===== src/rtl/mtf_tlb_pkg.sv =====
package mtf_tlb_pkg;

   typedef enum logic [1:0] {
      MT_SEC     = 2'd0,
      MT_ASID    = 2'd1,
      MT_VA_ASID = 2'd2,
      MT_VA      = 2'd3
   } mt_op_e;

   // Level rule: high targets need an exact level, low targets take 0 or 1.
   function automatic logic el_ok(input logic [1:0] tgt,
                                  input logic [1:0] ent,
                                  input logic       ign);
      if (ign)
         return 1'b1;
      if (tgt[1])
         return ent == tgt;
      return !ent[1];
   endfunction

endpackage


===== src/rtl/mtf_tlb_cmp.sv =====
module mtf_tlb_cmp
   import mtf_tlb_pkg::*;
#(
   parameter int VPN_W  = 20,
   parameter int ASID_W = 8,
   parameter int VMID_W = 8
) (
   input  logic              e_valid,
   input  logic [VPN_W-1:0]  e_vpn,
   input  logic [ASID_W-1:0] e_asid,
   input  logic [VMID_W-1:0] e_vmid,
   input  logic              e_hyp,
   input  logic              e_ns,
   input  logic [1:0]        e_el,
   input  logic              e_glob,
   input  logic [VPN_W-1:0]  q_vpn,
   input  logic [ASID_W-1:0] q_asid,
   input  logic [VMID_W-1:0] q_vmid,
   input  logic              q_hyp,
   input  logic              q_sec,
   input  logic [1:0]        q_el,
   input  logic [1:0]        m_op,
   input  logic [VPN_W-1:0]  m_vpn,
   input  logic [ASID_W-1:0] m_asid,
   input  logic [VMID_W-1:0] m_vmid,
   input  logic              m_hyp,
   input  logic              m_sec,
   input  logic [1:0]        m_el,
   input  logic              m_ign,
   output logic              lk_match,
   output logic              fl_match
);

   logic tag_ok;
   logic va_hit;
   logic asid_ok;
   logic sec_ok;

   // Lookup path
   always_comb begin
      lk_match = e_valid && (e_vpn == q_vpn) && (e_vmid == q_vmid) &&
                 (e_hyp == q_hyp) && (e_ns == !q_sec) &&
                 el_ok(q_el, e_el, 1'b0) && (e_glob || (e_asid == q_asid));
   end

   // Maintenance path
   always_comb begin
      tag_ok  = e_valid && (e_ns == !m_sec);
      sec_ok  = tag_ok && ((e_vmid == m_vmid) || m_sec);
      va_hit  = tag_ok && (e_vpn == m_vpn) && (e_vmid == m_vmid) &&
                (e_hyp == m_hyp) && el_ok(m_el, e_el, 1'b0);
      asid_ok = e_glob || (e_asid == m_asid);
      unique case (mt_op_e'(m_op))
         MT_SEC:     fl_match = sec_ok && el_ok(m_el, e_el, m_ign);
         MT_ASID:    fl_match = sec_ok && (e_asid == m_asid) &&
                                el_ok(m_el, e_el, 1'b0);
         MT_VA_ASID: fl_match = va_hit && asid_ok;
         MT_VA:      fl_match = va_hit;
         default:    fl_match = 1'b0;
      endcase
   end

endmodule


===== src/rtl/mtf_tlb_first.sv =====
module mtf_tlb_first #(
   parameter int N  = 8,
   parameter int IW = 3
) (
   input  logic [N-1:0]  hits,
   output logic          any,
   output logic [IW-1:0] idx
);

   always_comb begin
      idx = '0;
      for (int i = N - 1; i >= 0; i--) begin
         if (hits[i])
            idx = IW'(i);
      end
      any = |hits;
   end

endmodule


===== src/rtl/mtf_tlb_store.sv =====
module mtf_tlb_store #(
   parameter int N  = 8,
   parameter int W  = 64,
   parameter int IW = 3
) (
   input  logic                clk,
   input  logic                rst_n,
   input  logic                shift_en,
   input  logic [IW-1:0]       shift_top,
   input  logic [W-1:0]        front_dat,
   input  logic [N-1:0]        kill,
   output logic [N-1:0]        vld,
   output logic [N-1:0][W-1:0] dat
);

   logic [N-1:0]        vld_q;
   logic [N-1:0][W-1:0] dat_q;

   for (genvar s = 0; s < N; s++) begin : g_slot
      if (s == 0) begin : g_front
         always_ff @(posedge clk) begin
            if (!rst_n) begin
               vld_q[0] <= 1'b0;
               dat_q[0] <= '0;
            end else if (kill[0]) begin
               vld_q[0] <= 1'b0;
            end else if (shift_en) begin
               vld_q[0] <= 1'b1;
               dat_q[0] <= front_dat;
            end
         end
      end else begin : g_rest
         logic take;
         assign take = shift_en && (IW'(s) <= shift_top);
         always_ff @(posedge clk) begin
            if (!rst_n) begin
               vld_q[s] <= 1'b0;
               dat_q[s] <= '0;
            end else if (kill[s]) begin
               vld_q[s] <= 1'b0;
            end else if (take) begin
               vld_q[s] <= vld_q[s-1];
               dat_q[s] <= dat_q[s-1];
            end
         end
      end
   end

   assign vld = vld_q;
   assign dat = dat_q;

endmodule


===== src/rtl/mtf_tlb.sv =====
module mtf_tlb
   import mtf_tlb_pkg::*;
#(
   parameter int ENTRIES = 8,
   parameter int MRU_WIN = 1,
   parameter int VPN_W   = 20,
   parameter int PPN_W   = 20,
   parameter int ASID_W  = 8,
   parameter int VMID_W  = 8,
   localparam int IDX_W  = $clog2(ENTRIES)
) (
   input  logic              clk,
   input  logic              rst_n,
   input  logic              lk_valid,
   input  logic              lk_debug,
   input  logic [VPN_W-1:0]  lk_vpn,
   input  logic [ASID_W-1:0] lk_asid,
   input  logic [VMID_W-1:0] lk_vmid,
   input  logic              lk_hyp,
   input  logic              lk_secure,
   input  logic [1:0]        lk_el,
   output logic              lk_hit,
   output logic [PPN_W-1:0]  lk_ppn,
   output logic [IDX_W-1:0]  lk_slot,
   input  logic              ins_valid,
   input  logic [VPN_W-1:0]  ins_vpn,
   input  logic [PPN_W-1:0]  ins_ppn,
   input  logic [ASID_W-1:0] ins_asid,
   input  logic [VMID_W-1:0] ins_vmid,
   input  logic              ins_hyp,
   input  logic              ins_ns,
   input  logic [1:0]        ins_el,
   input  logic              ins_global,
   input  logic              mt_valid,
   input  logic [1:0]        mt_op,
   input  logic              mt_secure,
   input  logic [VMID_W-1:0] mt_vmid,
   input  logic [ASID_W-1:0] mt_asid,
   input  logic [VPN_W-1:0]  mt_vpn,
   input  logic              mt_hyp,
   input  logic [1:0]        mt_el,
   input  logic              mt_ign_el,
   output logic              mt_done
);

   // Entry word layout, low to high
   localparam int O_VPN  = 0;
   localparam int O_PPN  = O_VPN + VPN_W;
   localparam int O_ASID = O_PPN + PPN_W;
   localparam int O_VMID = O_ASID + ASID_W;
   localparam int O_HYP  = O_VMID + VMID_W;
   localparam int O_NS   = O_HYP + 1;
   localparam int O_EL   = O_NS + 1;
   localparam int O_GLOB = O_EL + 2;
   localparam int WORD_W = O_GLOB + 1;

   if (ENTRIES < 2) begin : g_bad_entries
      $error("mtf_tlb: ENTRIES must be at least 2");
   end
   if (MRU_WIN < 0 || MRU_WIN >= ENTRIES) begin : g_bad_win
      $error("mtf_tlb: MRU_WIN must lie in 0..ENTRIES-1");
   end
   if (VPN_W < 1 || PPN_W < 1 || ASID_W < 1 || VMID_W < 1) begin : g_bad_w
      $error("mtf_tlb: field widths must be positive");
   end

   logic [ENTRIES-1:0]             st_vld;
   logic [ENTRIES-1:0][WORD_W-1:0] st_dat;
   logic [ENTRIES-1:0]             lk_vec;
   logic [ENTRIES-1:0]             fl_vec;
   logic                           any_hit;
   logic [IDX_W-1:0]               hit_idx;
   logic [WORD_W-1:0]              ins_word;
   logic                           ins_go;
   logic                           promote;
   logic                           far_hit;
   logic                           shift_en;
   logic [IDX_W-1:0]               shift_top;
   logic [WORD_W-1:0]              front_dat;
   logic [ENTRIES-1:0]             kill;
   logic                           done_q;

   assign ins_word = {ins_global, ins_el, ins_ns, ins_hyp,
                      ins_vmid, ins_asid, ins_ppn, ins_vpn};

   for (genvar s = 0; s < ENTRIES; s++) begin : g_cmp
      mtf_tlb_cmp #(
         .VPN_W  (VPN_W),
         .ASID_W (ASID_W),
         .VMID_W (VMID_W)
      ) u_cmp (
         .e_valid  (st_vld[s]),
         .e_vpn    (st_dat[s][O_VPN +: VPN_W]),
         .e_asid   (st_dat[s][O_ASID +: ASID_W]),
         .e_vmid   (st_dat[s][O_VMID +: VMID_W]),
         .e_hyp    (st_dat[s][O_HYP]),
         .e_ns     (st_dat[s][O_NS]),
         .e_el     (st_dat[s][O_EL +: 2]),
         .e_glob   (st_dat[s][O_GLOB]),
         .q_vpn    (lk_vpn),
         .q_asid   (lk_asid),
         .q_vmid   (lk_vmid),
         .q_hyp    (lk_hyp),
         .q_sec    (lk_secure),
         .q_el     (lk_el),
         .m_op     (mt_op),
         .m_vpn    (mt_vpn),
         .m_asid   (mt_asid),
         .m_vmid   (mt_vmid),
         .m_hyp    (mt_hyp),
         .m_sec    (mt_secure),
         .m_el     (mt_el),
         .m_ign    (mt_ign_el),
         .lk_match (lk_vec[s]),
         .fl_match (fl_vec[s])
      );
   end

   mtf_tlb_first #(
      .N  (ENTRIES),
      .IW (IDX_W)
   ) u_first (
      .hits (lk_vec),
      .any  (any_hit),
      .idx  (hit_idx)
   );

   assign lk_hit  = lk_valid && any_hit;
   assign lk_slot = hit_idx;
   assign lk_ppn  = st_dat[hit_idx][O_PPN +: PPN_W];

   // Window test: a zero-size window promotes every hit outside slot 0
   if (MRU_WIN == 0) begin : g_win0
      assign far_hit = (hit_idx != '0);
   end else begin : g_winn
      assign far_hit = (int'(hit_idx) > MRU_WIN);
   end

   // Priority: command, then insert, then promotion
   assign ins_go    = ins_valid && !mt_valid;
   assign promote   = lk_hit && !lk_debug && far_hit && !mt_valid && !ins_valid;
   assign shift_en  = ins_go || promote;
   assign shift_top = ins_go ? IDX_W'(ENTRIES - 1) : hit_idx;
   assign front_dat = ins_go ? ins_word : st_dat[hit_idx];
   assign kill      = mt_valid ? fl_vec : '0;

   mtf_tlb_store #(
      .N  (ENTRIES),
      .W  (WORD_W),
      .IW (IDX_W)
   ) u_store (
      .clk       (clk),
      .rst_n     (rst_n),
      .shift_en  (shift_en),
      .shift_top (shift_top),
      .front_dat (front_dat),
      .kill      (kill),
      .vld       (st_vld),
      .dat       (st_dat)
   );

   always_ff @(posedge clk) begin
      if (!rst_n)
         done_q <= 1'b0;
      else
         done_q <= mt_valid;
   end

   assign mt_done = done_q;

endmodule


===== config.mk =====
export PLATFORM = sky130hd
export DESIGN_NAME = mtf_tlb
export DESIGN_NICKNAME = d
export VERILOG_FILES = /design/src/rtl/mtf_tlb_pkg.sv /design/src/rtl/mtf_tlb_cmp.sv /design/src/rtl/mtf_tlb_first.sv /design/src/rtl/mtf_tlb_store.sv /design/src/rtl/mtf_tlb.sv
export SDC_FILE = /design/constraint.sdc
export NUM_CORES = 2
export LEC_CHECK = 0
export BUFFER_PORTS_ARGS = -buffer_cell sky130_fd_sc_hd__buf_2
export CORE_MARGIN = 10
export CORE_UTILIZATION = 43
export DETAILED_ROUTE_END_ITERATION = 8
export GPL_TIMING_DRIVEN = 0
export PLACE_DENSITY_LB_ADDON = 0.2
export SLEW_MARGIN = 30
export SYNTH_ARGS = -nofsm -noshare
export SYNTH_HDL_FRONTEND = slang
export SYNTH_SLANG_ARGS = --single-unit

===== constraint.sdc =====
create_clock -name clk -period 6.85 [get_ports clk]
set_input_delay 0.685 -clock clk [delete_from_list [all_inputs] [get_ports clk]]
set_output_delay 0.685 -clock clk [all_outputs]
set_load 0.01 [all_outputs]

==> flow_metrics.py <==
metrics = {
    "outcome": {
        "outcome": "complete, no violations",
    },
    "place": {
        "port_buffers": 96,
        "gp_congestion": 1.05,
        "place_ws_ns": 0.545,
        "dp_hpwl_um": 124000,
    },
    "setup_path": {
        "cp.arrival_ns": 6.05,
        "critPathRequiredTime_ns": 6.16,
        "critPathCaptureType": "output port",
        "cp-start-kind": "register",
        "critPathMaxFanout": 10,
        "worstSetupPathType": "register to output port",
    },
    "timing": {
        "hold_violations": 0,
        "period_minus_slack_ns": 6.74,
        "setup_slack_ns": 0.115,
        "fin_tns_setup_ns": 0,
        "worst-slew-pin-transition_ns": 1.10,
        "fin_skew_ns": 0.0225,
        "rsz0062_at_grt": "false",
        "relSlewSlack_pct": 26.3,
        "setup_violations": 0,
        "fin_crit_sh_pct": 98.3,
        "max_freq_mhz": 148,
        "slew_viol_final": 0,
    },
    "clock_network": {
        "cts_buffers": 57,
        "clock_latency_ns": 0.65,
        "clkTransAtPathRegs_ns": 0.07,
        "cts_hold_buf": 0,
        "htree_levels": 2,
        "post_cts_resized": 0,
        "clockRootBuffer": "clkbuf_16",
        "cts.sinks": 497,
        "post_cts_buffers": 0,
        "cts_tree": "built",
        "clk_path_buf_depth": 3,
    },
    "power": {
        "powerDensity_mw_per_mm2": 203,
        "leakagePower_nw": 12.2,
        "power_mw": 7.23,
        "peakVddDrop_uv": 234,
    },
    "job": {
        "max_cap_viol_count": 0,
    },
    "floorplan": {
        "die_x_um": 292,
        "rows": 99,
        "initial_core_util_pct": 43.5,
        "core_area_mm2": 0.0731,
        "die_h_um": 292,
        "ioPinCount": 175,
        "die_area_mm2": 0.0852,
    },
    "logic_synthesis": {
        "synth_area_mm2": 0.0318,
        "synth_seq_area_share_pct": 31.3,
        "postSynthCellCount": 3889,
        "synth_area_per_cell_um2": 8.18,
        "synthFlopType": "dfxtp_1",
        "syn-num-nets": 4039,
        "synth_edf_count": 0,
        "ys_types": 63,
        "async_flop_share_pct": 0,
        "yosys_register_bits": 497,
        "synth_warnings": 0,
    },
    "global_route": {
        "grt_util_all_layers_pct": 35.8,
        "grt_remaining_overflow": 0,
        "grt_pass1_vias": 29716,
        "grt_max_degree": 16,
        "antenna_found_initial": 6,
        "grt_pass1_wl_um": 222000,
    },
    "min_path": {
        "hp-class": "primary input to register",
    },
    "final_layout": {
        "nets": 4197,
        "layout_common_cells": "588 x nand2_1, 497 x dfxtp_1, 496 x xnor2_1, 244 x mux2i_1, 207 x a21boi_0",
        "final_common_cell": "nand2_1",
        "fillerInstances": 7458,
        "drive_gt1_share_pct": 10.7,
        "area_delta_synth_final_pct": 11.8,
    },
    "routing": {
        "vias": 31306,
        "wire_per_inst_um": 31.6,
        "ant_nets": 0,
        "drc": 0,
        "drtPass1Iterations": 6,
        "via_per_inst": 6.19,
        "drt_iter0_drc": 4148,
        "drt_wl_total_um": 160000,
    },
}
[Yosys cell counts (58+ instances only)]
| cell | number | area (um^2) |
|---|---|---|
| nor2b_1 | 127 | 795 |
| nand4_1 | 156 | 976 |
| nand3_1 | 151 | 756 |
| a21oi_1 | 138 | 691 |
| nand2_1 | 588 | 2210 |
| dfxtp_1 | 497 | 9950 |
| o21ai_0 | 121 | 606 |
| nor2_1 | 143 | 537 |
| a21boi_0 | 207 | 1550 |
| xnor2_1 | 496 | 4340 |
| o21ai_1 | 89 | 445 |
| nor4_1 | 58 | 363 |
| mux2i_1 | 244 | 2440 |
| xor2_1 | 120 | 1050 |
| clkbuf_1 | 204 | 766 |
[area by class of cell]
class / instances / area (um^2) / share of cell area [%]
Buffer: 326 / 1560 / 4.38
Clock buffer: 75 / 1590 / 4.48
Inverter: 7 / 26.3 / 0.0739
Antenna cell: 7 / 17.5 / 0.0492
Sequential cell: 497 / 9950 / 28.0
Clock inverter: 28 / 407 / 1.14
Multi-Input combinational cell: 3059 / 20300 / 57.1
Timing Repair Buffer: 99 / 514 / 1.45
Tap cell: 959 / 1200 / 3.37
[registers in the layout, indices dropped and copies added (netlist names)]
| register | cells |
|---|---|
| mt_done | 1 |
| u_store.dat | 488 |
| u_store.vld | 8 |
[power breakdown]
part	switching [mW]	internal, mW
sequential	0.0662	2.92
combinational	0.592	0.288
clock	1.38	1.98
total	2.04	5.19
[cells by family after synthesis]
family | after synthesis | synth area share [%]
and+or+nand+nor | 1400 | 21.8
xor gates and xnor gates | 616 | 17.0
muxes | 298 | 9.59
buffers and inverters | 333 | 4.96
DFF | 497 | 31.3
AOI/OAI and AO/OA | 745 | 15.4
[final timing paths]
kind,start,end,slack [ns],cells past startpoint
max,u_store.dat[320],lk_ppn[9],0.11,13
min,ins_ppn[5],u_store.dat[25],0.37,3
max reg2reg,u_store.dat[320],u_store.dat[11],1.43,12
min reg2reg,u_store.dat[466],u_store.dat[466],0.45,2
[routing by layer]
layer  part of all wire, %  vias to the layer above  track usage (%)
met2                    43                     1898             54.4
met4                   7.8                        2             24.1
met5                0.0075                        -                0
met1                    40                    15132             46.1
met3                   9.7                      487             6.07
li1                      -                    13787                -
[worst max-delay path: stages (launching register included)]
cell and delay (ns):
dfxtp_1 0.42, xnor2_1 0.59, nand4_1 0.18, or4_1 0.62, nor4_1 0.77, a211oi_2 0.26, o21ai_2 0.74, buf_4 0.46
buf_6 0.33, mux2i_1 0.12, mux2i_1 0.37, o21ai_0 0.13, nor2_1 0.20, buf_2 0.17
[metrics by stage]
step	cells	hold slack, ns	utilization, %	instance area [um^2]
floorplan	3889	0.428	-	31800
detailed placement	4945	0.440	45.9	33500
global route	5054	0.387	48.7	35600
finish	5057	0.372	48.7	35600
CTS	5048	0.355	48.6	35500
global placement	4944	0.436	45.8	33500
Power figures use the tool's default switching activity.
